<file path="config.mk">
export PLATFORM = sky130hd
export DESIGN_NAME = freq_cfg_regs
export DESIGN_NICKNAME = d
export VERILOG_FILES = /design/src/rtl/freq_cfg_regs.sv
export SDC_FILE = /design/constraint.sdc
export NUM_CORES = 1
export LEC_CHECK = 0
export BUFFER_PORTS_ARGS = -buffer_cell sky130_fd_sc_hd__buf_2
export CORE_MARGIN = 1.5
export CORE_UTILIZATION = 39
export CTS_CLUSTER_SIZE = 12
export DETAILED_ROUTE_END_ITERATION = 7
export GPL_TIMING_DRIVEN = 0
export PLACE_DENSITY = 0.86
export SETUP_SLACK_MARGIN = 0.15
export SLEW_MARGIN = 10
export SYNTH_ARGS = -nofsm -noshare
export SYNTH_HDL_FRONTEND = slang
export SYNTH_SLANG_ARGS = --single-unit
export TNS_END_PERCENT = 10
</file>
<file path="constraint.sdc">
create_clock -name clk_i -period 1.57 [get_ports clk_i]
set_input_delay 0.157 -clock clk_i [delete_from_list [all_inputs] [get_ports clk_i]]
set_output_delay 0.157 -clock clk_i [all_outputs]
set_load 0.02 [all_outputs]
</file>
<file path="src/rtl/freq_cfg_regs.sv">
module freq_cfg_regs #(
  parameter int RATIO = 16,
  parameter int THW   = 6,
  parameter int CFG_W = 16
) (
  input  logic             clk_i,
  input  logic             rst_ni,
  input  logic             cfg_wr_i,
  input  logic [CFG_W-1:0] cfg_wdata_i,
  input  logic             lock_wr_i,
  input  logic             lock_wdata_i,
  output logic             en_o,
  output logic [THW-1:0]   max_o,
  output logic [THW-1:0]   min_o,
  output logic             lock_o,
  output logic [CFG_W-1:0] cfg_rd_o
);
  localparam int          MAX_LSB = 4;
  localparam int          MIN_LSB = 4 + THW;
  localparam logic [THW-1:0] RST_MAX = THW'(RATIO + 10);
  localparam logic [THW-1:0] RST_MIN = THW'(RATIO - 10);

  logic           en_q, en_d;
  logic [THW-1:0] max_q, max_d, min_q, min_d;
  logic           lock_q, lock_d;
  logic           cfg_ce, lock_ce;

  // A configuration write lands only while the lock bit is still set.
  assign cfg_ce  = cfg_wr_i & lock_q;
  assign lock_ce = lock_wr_i & ~lock_wdata_i;

  always_comb begin
    en_d   = cfg_wdata_i[0];
    max_d  = cfg_wdata_i[MAX_LSB +: THW];
    min_d  = cfg_wdata_i[MIN_LSB +: THW];
    lock_d = 1'b0;
  end

  always_ff @(posedge clk_i or negedge rst_ni) begin
    if (!rst_ni) begin
      en_q  <= 1'b0;
      max_q <= RST_MAX;
      min_q <= RST_MIN;
    end else if (cfg_ce) begin
      en_q  <= en_d;
      max_q <= max_d;
      min_q <= min_d;
    end
  end

  always_ff @(posedge clk_i or negedge rst_ni) begin
    if (!rst_ni) begin
      lock_q <= 1'b1;
    end else if (lock_ce) begin
      lock_q <= lock_d;
    end
  end

  assign en_o     = en_q;
  assign max_o    = max_q;
  assign min_o    = min_q;
  assign lock_o   = lock_q;
  assign cfg_rd_o = {min_q, max_q, 3'b000, en_q};

  AST_LOCK_STAYS_CLEAR: assert property (@(posedge clk_i) disable iff (!rst_ni)
    !lock_q |=> !lock_q);
  AST_CFG_FROZEN: assert property (@(posedge clk_i) disable iff (!rst_ni)
    !lock_q |=> ($stable(en_q) && $stable(max_q) && $stable(min_q)));

endmodule

</file>
==> key figures, run 1 <==
Detailed routing
  • DR WL met2: 749 µm
  • Routed Antenna Nets: 0
  • 1st-pass router iterations: 2
  • Total wire length: 1370 µm
  • WL per Instance: 11.8 µm
  • Via count: 497
  • Metal3 WL: 54 µm
  • Vias per cell: 4.28
  • # DRC: 0
  • DR iter-0 viols: 1
  • Wl on met1: 549 µm
  • Uppermost layer routed: met4

Clock network
  • Clock Tree Root: clkbuf_4
  • Post_cts resized: 0
  • CTS tree: built
  • Num CTS Buffers: 3
  • Worst-Skew Late Latency: 0.27 ns
  • CTS Hold Bufs: 1
  • Sink Count: 14
  • CTS HTree Levels: 1
  • Longest Clk Path Bufs: 2
  • Postcts setup bufs: 0
  • Clock Pin Slew Worst Setup and Hold Paths: 0.08 ns

STA
  • Final hold violation count: 0
  • Hold_ws: 0.0685 ns
  • Max-slew violation count: 0
  • Clock skew: 0.000412 ns
  • Unrepaired setup endpoints after global routing: false
  • Max Freq: 809 MHz
  • Period utilization: 78.8%
  • Setup Viol. Count Final: 0
  • Setup TNS Final: 0 ns
  • Tmin final: 1.24 ns

Placement
  • IO Port Bufs: 44
  • Post-placement cell area: 943 µm²
  • Last weighted congestion value of the routability-driven placer: 0.598
  • DP HPWL: 1090 µm

Yosys
  • Synth Register Bits: 14
  • Avg Cell Area, Syn: 14.5 µm²
  • Synthesized cell area: 694 µm²
  • Mapped Cells: 48
  • Yosys synthesis warning count: 0
  • Sequential fraction of the synthesis area: 51.5%
  • Library cells used by synthesis: 10

Final layout
  • Number of diodes: 0
  • Commonest cells after routing, fill and taps aside: 44 x buf_2, 16 x buf_4, 10 x mux2_4
  • Nets: 121
  • Commonest non-fill, non-tap cell in the layout: buf_2
  • Design Area, Final: 990 µm²
  • Layout cells sized above 1: 85.9%
  • Area Overhead vs Synth: 42.5%

Worst setup path
  • R2r worst-path depth: 3
  • Critical Path Sink Type: flip-flop
  • R2r startpoint: lock_o$_DFFE_PN1P_
  • Worst r2r dst: min_o[4]$_DFFE_PN0P_
  • CP Class: reg -> reg
  • Critical path arrival: 1.39 ns
  • CP cell instances: nand2_2 -> buf_6 -> mux2_4
  • Highest-delay cell along the critical path: dfstp_2
  • CP required: 1.73 ns
  • Reg2reg setup slack: 0.33 ns
  • Crit Path Max Fanout: 10
  • Crit-path max cell delay: 0.56 ns
  • CP Launch Type: flip-flop

Floorplanning
  • Total core area: 1690 µm²
  • Die H: 45.2 µm
  • Cell Rows: 15
  • DIE WIDTH: 45.2 µm
  • Die ar.: 2040 µm²
  • IO Count: 51
  • Initial Util: 41.1%

Pwr
  • Pleak: 0.000643 µW
  • Pwr/cell area: 661 nW/µm²
  • Tot Pwr: 655 µW
  • Max VDD drop: 0.357 mV

Global routing
  • Initial antenna violation count: 0
  • Pin count of the biggest net entering global routing: 15
  • Overflow after GRT: 0
  • First-pass GRT wire length: 1950 µm
  • GRT Total Usage: 13.6%
  • Vias in the first global route: 463

Status
  • Status: finished, final reports clean

Min path
  • Hold path depth: 2
  • Worst Hold End: lock_o$_DFFE_PN1P_
  • Worst hold path class: in -> reg
  • Min-delay src: lock_wr_i

Run
  • MaxCap Viol Count: 0
[critical path, delay by kind of cell (launching register included)]
family | cells | cell delay [ns]
buf+inv | 1 | 0.17
flops | 1 | 0.56
mux | 1 | 0.30
simple gates | 1 | 0.09
[layer usage]
metal  track usage [%]  vias to the layer above
li1                  -                      240
met1              13.7                      233
met2              26.0                       22
met3              2.40                        2
met4              7.06                        0
met5                 0                        -
[per-stage QoR]
stage / setup WS (ns) / cells / utilization, %
floorplan: 0.321 / 50 / -
global placement: 0.355 / 111 / 55.9
detailed placement: 0.329 / 111 / 55.9
CTS: 0.319 / 116 / 58.6
global route: 0.285 / 116 / 58.6
finish: 0.333 / 116 / 58.6
[where the power goes]
part | total, µW | switching (µW) | internal (µW)
Clock | 250 | 109 | 141
Combinational | 43.4 | 21.2 | 22.1
Sequential | 361 | 0 | 361
[kinds of logic (layout without fill, tap and decap cells)]
kind of cell | after synthesis | in the layout | share of synthesized area [%]
simple gates | 1 | 1 | 0.901
flops | 14 | 14 | 51.5
other cells | 1 | 3 | 0.540
mux | 13 | 13 | 26.5
buf+inv | 18 | 67 | 19.5
compound gates | 1 | 1 | 1.08
[how the worst max path moves through the flow]
stage / startpoint / end / depth (start not counted)
floorplan: lock_o$_DFFE_PN1P_ / max_o[0]$_DFFE_PN0P_ / 3
global placement: lock_o$_DFFE_PN1P_ / max_o[0]$_DFFE_PN0P_ / 3
detailed placement: lock_o$_DFFE_PN1P_ / min_o[4]$_DFFE_PN0P_ / 3
CTS: lock_o$_DFFE_PN1P_ / min_o[4]$_DFFE_PN0P_ / 3
global route: lock_o$_DFFE_PN1P_ / min_o[4]$_DFFE_PN0P_ / 3
finish: lock_o$_DFFE_PN1P_ / min_o[4]$_DFFE_PN0P_ / 3
[state kept, by name (all words and copies together) (netlist names)]
signal	count
min_o	6
lock_o	1
en_o	1
max_o	6
[Yosys cell counts (all sizes together)]
master | instances | share of area (%)
dfstp | 6 | 23
conb | 1 | 0.54
dfrtp | 8 | 29
a21boi | 1 | 1.1
mux2 | 13 | 26
inv | 1 | 0.54
buf | 17 | 19
nand2 | 1 | 0.90
[final cells by class]
cell class | instances | area, µm²
fillers | 145 | 699
plain buffers | 17 | 131
flip-flops and latches | 14 | 358
multi-input cells | 18 | 209
clock buffers | 4 | 36.3
inverters | 1 | 3.75
well taps | 17 | 21.3
repair buffers | 45 | 230
Power figures use the tool's default switching activity.
==> run 2, diff against run 1 <==
ABC_AREA = 1   (was default)
CORE_UTILIZATION = 35   (was 39)
PLACE_DENSITY = 0.82   (was 0.86)
clock period = 1.1 ns   (was 1.57 ns; I/O delays follow)
==> run 2 against run 1 <==
- the flow now finishes with violations (setup timing)
- synthesized area is 0.72% lower
- power increased to 3.4 times the previous value
- sequential cell count stayed put
- register-to-register slack worse by 0.33 ns
- largest power group is now combinational logic
==> key figures, run 2 <==
Yosys
  • Yosys top cell by area: dfrtp_1
  • Avg Cell Area, Syn: 8.95 µm²
  • Synthesized cell area: 689 µm²
  • Post-synth EDFFs: 0
  • Most instantiated cells after synthesis: 26 x nand2_1, 18 x buf_4, 13 x nand3_1
  • Main synth FF type: dfrtp_1
  • Sequential fraction of the synthesis area: 51.9%
  • Area fraction of the dominant cell type after synthesis: 29.0%
  • Synth area leaders: dfrtp_1 29%, dfstp_2 23%, buf_4 20%, nand2_1 14%, nand3_1 9.4%
  • Library cells used by synthesis: 10
  • Mapped Cells: 77
  • Yosys synthesis warning count: 0
  • Post-synthesis async set-or-reset flop share: 100%
  • Most common cell in the netlist: nand2_1
  • Synth Register Bits: 14

Floorplanning
  • Total core area: 1780 µm²
  • Die H: 47.4 µm
  • IO Count: 51
  • Die ar.: 2240 µm²
  • Initial Util: 38.7%
  • Cell Rows: 15
  • DIE WIDTH: 47.4 µm

Clock network
  • Clock Tree Root: clkbuf_4
  • CTS tree: built
  • Num CTS Buffers: 3
  • CTS HTree Levels: 1
  • Worst-Skew Late Latency: 0.27 ns
  • Longest Clk Path Bufs: 2
  • Clock Pin Slew Worst Setup and Hold Paths: 0.08 ns
  • Sink Count: 14

Detailed routing
  • # DRC: 0
  • Vias per cell: 4.42
  • Total wire length: 1730 µm
  • 1st-pass router iterations: 5
  • DR iter-0 viols: 14
  • WL per Instance: 11.1 µm
  • Via count: 685
  • Routed Antenna Nets: 0

Worst setup path
  • CP Class: reg -> out
  • Critical path capture point: min_o[1]
  • R2r startpoint: lock_o$_DFFE_PN1P_
  • Cell mode on critical path: buf_6
  • Worst r2r dst: min_o[0]$_DFFE_PN0P_
  • CP required: 0.99 ns
  • R2r worst-path depth: 5
  • Crit-path max cell delay: 0.58 ns
  • Reg2reg setup slack: 0 ns
  • Crit path from: min_o[1]$_DFFE_PN1P_
  • Highest-delay cell along the critical path: dfstp_2
  • CP cell instances: buf_6 -> buf_6
  • Critical Path Sink Type: output pin
  • Crit Path Max Fanout: 3
  • Top Family by Delay on Critical Path: flip-flops
  • CP bufs+invs: 2
  • Critical path arrival: 1.06 ns
  • WP depth: 2
  • CP Launch Type: flip-flop

STA
  • Max Freq: 854 MHz
  • Final WS setup: -0.0706 ns
  • Setup TNS Final: -0.267 ns
  • Max-slew violation count: 0
  • Hold_ws: 0.0134 ns
  • Tmin final: 1.17 ns
  • Setup Viol. Count Final: 8
  • Clock skew: 0.00189 ns
  • Unrepaired setup endpoints after global routing: true
  • Final hold violation count: 0
  • Period utilization: 106%

Global routing
  • Pin count of the biggest net entering global routing: 15
  • Initial antenna violation count: 0
  • Vias in the first global route: 591
  • Met3 usage: 3.85%
  • M2 GR Usage: 28.9%
  • GRT Total Usage: 16.0%
  • Met1 Usage GRT: 16.9%
  • GRT busiest layer: met2
  • First-pass GRT wire length: 2440 µm
  • Overflow after GRT: 0

Final layout
  • Commonest non-fill, non-tap cell in the layout: buf_6
  • Final core occ: 67.5%
  • Layout cells sized above 1: 57.7%
  • Nets: 152
  • Design Area, Final: 1200 µm²
  • Area Overhead vs Synth: 74.6%
  • Number of diodes: 0
  • Commonest cells after routing, fill and taps aside: 32 x buf_6, 26 x nand2_1, 21 x buf_2

Placement
  • Post-placement cell area: 948 µm²
  • Setup Slack @ Placement: 0.0463 ns
  • Last weighted congestion value of the routability-driven placer: 0.623
  • DP HPWL: 1120 µm
  • IO Port Bufs: 44

Min path
  • Worst hold path class: in -> reg

Run
  • MaxCap Viol Count: 0

Status
  • Failing checks: setup timing
  • Status: finished with violations

Pwr
  • Pleak: 0.000667 µW
  • Max VDD drop: 0.888 mV
  • Pwr/cell area: 1850 nW/µm²
run 2: changes by cell type after synthesis:
cell / before / now
a21boi_0: 1 / 0
a21oi_1: 0 / 1
buf_4: 16 / 18
inv_1: 1 / 2
mux2_2: 3 / 0
mux2_4: 10 / 0
nand2_1: 0 / 26
nand3_1: 0 / 13
run 2: worst min path at each step:
| stage | startpoint | to | slack (ns) | depth (start not counted) |
|---|---|---|---|---|
| floorplan | rst_ni | en_o$_DFFE_PN0P_ | -0.19 | 0 |
| global placement | rst_ni | min_o[3]$_DFFE_PN0P_ | 0.01 | 1 |
| detailed placement | rst_ni | min_o[3]$_DFFE_PN0P_ | 0.02 | 1 |
| CTS | lock_wdata_i | lock_o$_DFFE_PN1P_ | 0.005 | 3 |
| global route | lock_wdata_i | lock_o$_DFFE_PN1P_ | 0.03 | 3 |
| finish | lock_wdata_i | lock_o$_DFFE_PN1P_ | 0.01 | 3 |
run 2: worst min-delay path: stages:
cell,delay [ns]
buf_2,0.09
inv_1,0.04
a21oi_1,0.05
run 2: stage by stage:
step | std cells | power [µW]
finish | 155 | 2230
global route | 155 | 2350
CTS | 155 | 2190
detailed placement | 148 | 1540
global placement | 148 | 1520
floorplan | 79 | 1270
run 2: what timing repair did:
item	CTS	global route
hold endpoints to repair	15	0
resized for setup	47	8
pin swaps	0	0
hold buffers	2	0
buffers inserted	1	0
endpoints found under the setup margin	37	40
run 2: cell type report:
type                       instances  area (µm²)
fill                             132         579
buffer                            19         184
multi-input combinational         44         190
tap                               25        31.3
clock buffer                       4        36.3
sequential                        14         358
timing repair buffer              47         397
inverter                           2        7.51
run 2: layer usage:
layer	wire length [µm]	vias up
met4	8	0
met5	0	-
li1	-	329
met3	162	2
met2	930	43
met1	626	311
run 2: cells by family after synthesis:
logic type / after synthesis / share of synthesized area [%]
compound gates: 1 / 0.725
buf+inv: 21 / 22.3
flops: 14 / 51.9
other cells: 1 / 0.544
simple gates: 40 / 24.5
run 2: power breakdown:
group / total, µW / leakage (µW) / switching [µW] / internal, µW
Sequential: 769 / 0.000163 / 115 / 654
Combinational: 1100 / 0.000483 / 498 / 601
Clock: 361 / 0.0000210 / 159 / 201
Total: 2230 / 0.000667 / 772 / 1460
==> run 3, diff against run 2 <==
ABC_AREA = default   (was 1)
CORE_UTILIZATION = 33   (was 35)
PLACE_DENSITY = 0.78   (was 0.82)
==> run 3 against run 2 <==
- the flow still finishes with violations (setup timing)
- non-clock buffer count is the same
- die area grew 6.4%
- sequential cell count did not move
- clock power increased by 3%
- critical endpoint is now max_o[2]$_DFFE_PN0P_
==> key figures, run 3 (synthesis results as in run 1) <==
Status
  • Status: finished with violations
  • Failing checks: setup timing

Global routing
  • GRT Total Usage: 16.3%
  • Initial antenna violation count: 0
  • Vias in the first global route: 607
  • Overflow after GRT: 0
  • First-pass GRT wire length: 2870 µm
  • Pin count of the biggest net entering global routing: 15

Pwr
  • Cell Int Power: 751 µW
  • Reg power frac: 54.1%
  • Clock power frac: 39.0%
  • Pwr/cell area: 754 nW/µm²
  • Psw: 202 µW
  • Max VDD drop: 0.670 mV
  • Net Sw Frac: 21.2%
  • Pleak: 0.000704 µW
  • Comb pwr share: 6.9%

Floorplanning
  • DIE WIDTH: 48.9 µm
  • Total core area: 1960 µm²
  • Initial Util: 35.4%
  • Cell Rows: 16
  • IO Count: 51
  • Die H: 48.9 µm
  • Die ar.: 2390 µm²

Worst setup path
  • CP required: 1.27 ns
  • WP depth: 3
  • Crit Path Max Fanout: 5
  • Top Family by Delay on Critical Path: flip-flops
  • CP Launch Type: flip-flop
  • CP cell instances: nand2_4 -> buf_12 -> mux2_4
  • CP bufs+invs: 1
  • Crit-path max cell delay: 0.56 ns
  • Highest-delay cell along the critical path: dfstp_2
  • R2r worst-path depth: 3
  • Critical path arrival: 1.36 ns
  • Critical Path Sink Type: flip-flop
  • CP Class: reg -> reg

Final layout
  • Multi-input gate area: 218 µm²
  • Commonest non-fill, non-tap cell in the layout: buf_6
  • Layout cells sized above 1: 86.4%
  • Nets: 125
  • Final core occ: 64.4%
  • Fillers: 164
  • Commonest cells after routing, fill and taps aside: 33 x buf_6, 17 x buf_2, 12 x buf_4
  • Number of diodes: 0
  • Reg area: 358 µm²
  • Area Overhead vs Synth: 82.0%

Placement
  • DP HPWL: 993 µm
  • Setup Slack @ Placement: -0.0944 ns
  • IO Port Bufs: 44
  • Last weighted congestion value of the routability-driven placer: 0.575

Clock network
  • CTS HTree Levels: 1
  • CTS tree: built
  • Longest Clk Path Bufs: 2
  • Num CTS Buffers: 3
  • Sink Count: 14
  • Clock Pin Slew Worst Setup and Hold Paths: 0.08 ns
  • Worst-Skew Late Latency: 0.28 ns
  • Clock Tree Root: clkbuf_4

Detailed routing
  • Vias per cell: 4.05
  • Total wire length: 1650 µm
  • WL per Instance: 12.7 µm
  • # DRC: 0
  • DR iter-0 viols: 1
  • Via count: 526
  • Routed Antenna Nets: 0
  • 1st-pass router iterations: 2

STA
  • Tmin final: 1.19 ns
  • Clock skew: 0.00494 ns
  • Max Freq: 841 MHz
  • Period utilization: 108%
  • Final hold violation count: 0
  • Final WS setup: -0.0890 ns
  • Setup TNS Final: -1.26 ns
  • Max-slew violation count: 0
  • Setup Viol. Count Final: 19
  • Unrepaired setup endpoints after global routing: true

Min path
  • Hold path depth: 3
  • Worst hold path class: in -> reg

Run
  • MaxCap Viol Count: 0
-- run 3: cell count changes in the layout (fill, tap and decap cells not counted), sizes merged --
cell    delta
nand2     -26
mux2      +13
nand3     -13
a21boi     +1
a21oi      -1
inv        -1
-- run 3: tightest hold or removal path, cell delays in order --
cell      delay, ns
buf_2          0.09
inv_1          0.06
a21boi_2       0.05
-- run 3: final timing paths --
path | startpoint | end | slack [ns]
worst max register to register | lock_o$_DFFE_PN1P_ | max_o[2]$_DFFE_PN0P_ | -0.09
worst min register to register | en_o$_DFFE_PN0P_ | en_o$_DFFE_PN0P_ | 0.59
max in group asynchronous | rst_ni | lock_o$_DFFE_PN1P_ | 0.56
worst max-delay path | lock_o$_DFFE_PN1P_ | max_o[2]$_DFFE_PN0P_ | -0.09
worst min-delay path | lock_wdata_i | lock_o$_DFFE_PN1P_ | 0.03
min in group asynchronous | rst_ni | min_o[4]$_DFFE_PN0P_ | 0.25
-- run 3: power groups by stage --
| stage | Clock (µW) | Combinational, µW | Sequential [µW] |
|---|---|---|---|
| 4_1_cts | 384 | 64.7 | 515 |
| 5_1_grt | 416 | 74.2 | 516 |
| 6_report | 372 | 65.6 | 515 |
| 3_3_place_gp | 0 | 57.3 | 525 |
| 2_1_floorplan | 0 | 18.9 | 525 |
| 3_5_place_dp | 0 | 58.9 | 525 |
-- run 3: repair_timing --
action                     4_1_cts  5_1_grt
gates cloned                     1        0
hold buffers                     2        0
pin swaps                        1        0
buffers inserted                 2        0
setup endpoints to repair       40       41
gates resized for setup         59        5
hold endpoints to repair        15        0
-- run 3: area by class of cell --
class	count	share of cell area, %
inverters	1	0.297
flip-flops and latches	14	28.3
well taps	27	2.67
repair buffers	49	35.1
multi-input cells	18	17.2
plain buffers	17	13.5
clock buffers	4	2.87
-- run 3: stage by stage --
stage / instances / power, µW / cell area, µm² / hold WS, ns
3_5_place_dp: 121 / 584 / 965 / 0.0193
3_3_place_gp: 121 / 582 / 965 / 0.0155
2_1_floorplan: 50 / 544 / 711 / -0.186
6_report: 130 / 953 / 1260 / 0.0336
5_1_grt: 130 / 1010 / 1260 / 0.0256
4_1_cts: 130 / 964 / 1250 / 0.0195
-- run 3: metal layers --
metal | vias to the layer above | GRT usage [%] | share of wire, %
met3 | 4 | 7.36 | 7.3
met4 | 0 | 5.71 | 1.5
met2 | 31 | 27.9 | 50
met1 | 244 | 17.8 | 41
li1 | 247 | - | -
met5 | - | 0 | 0
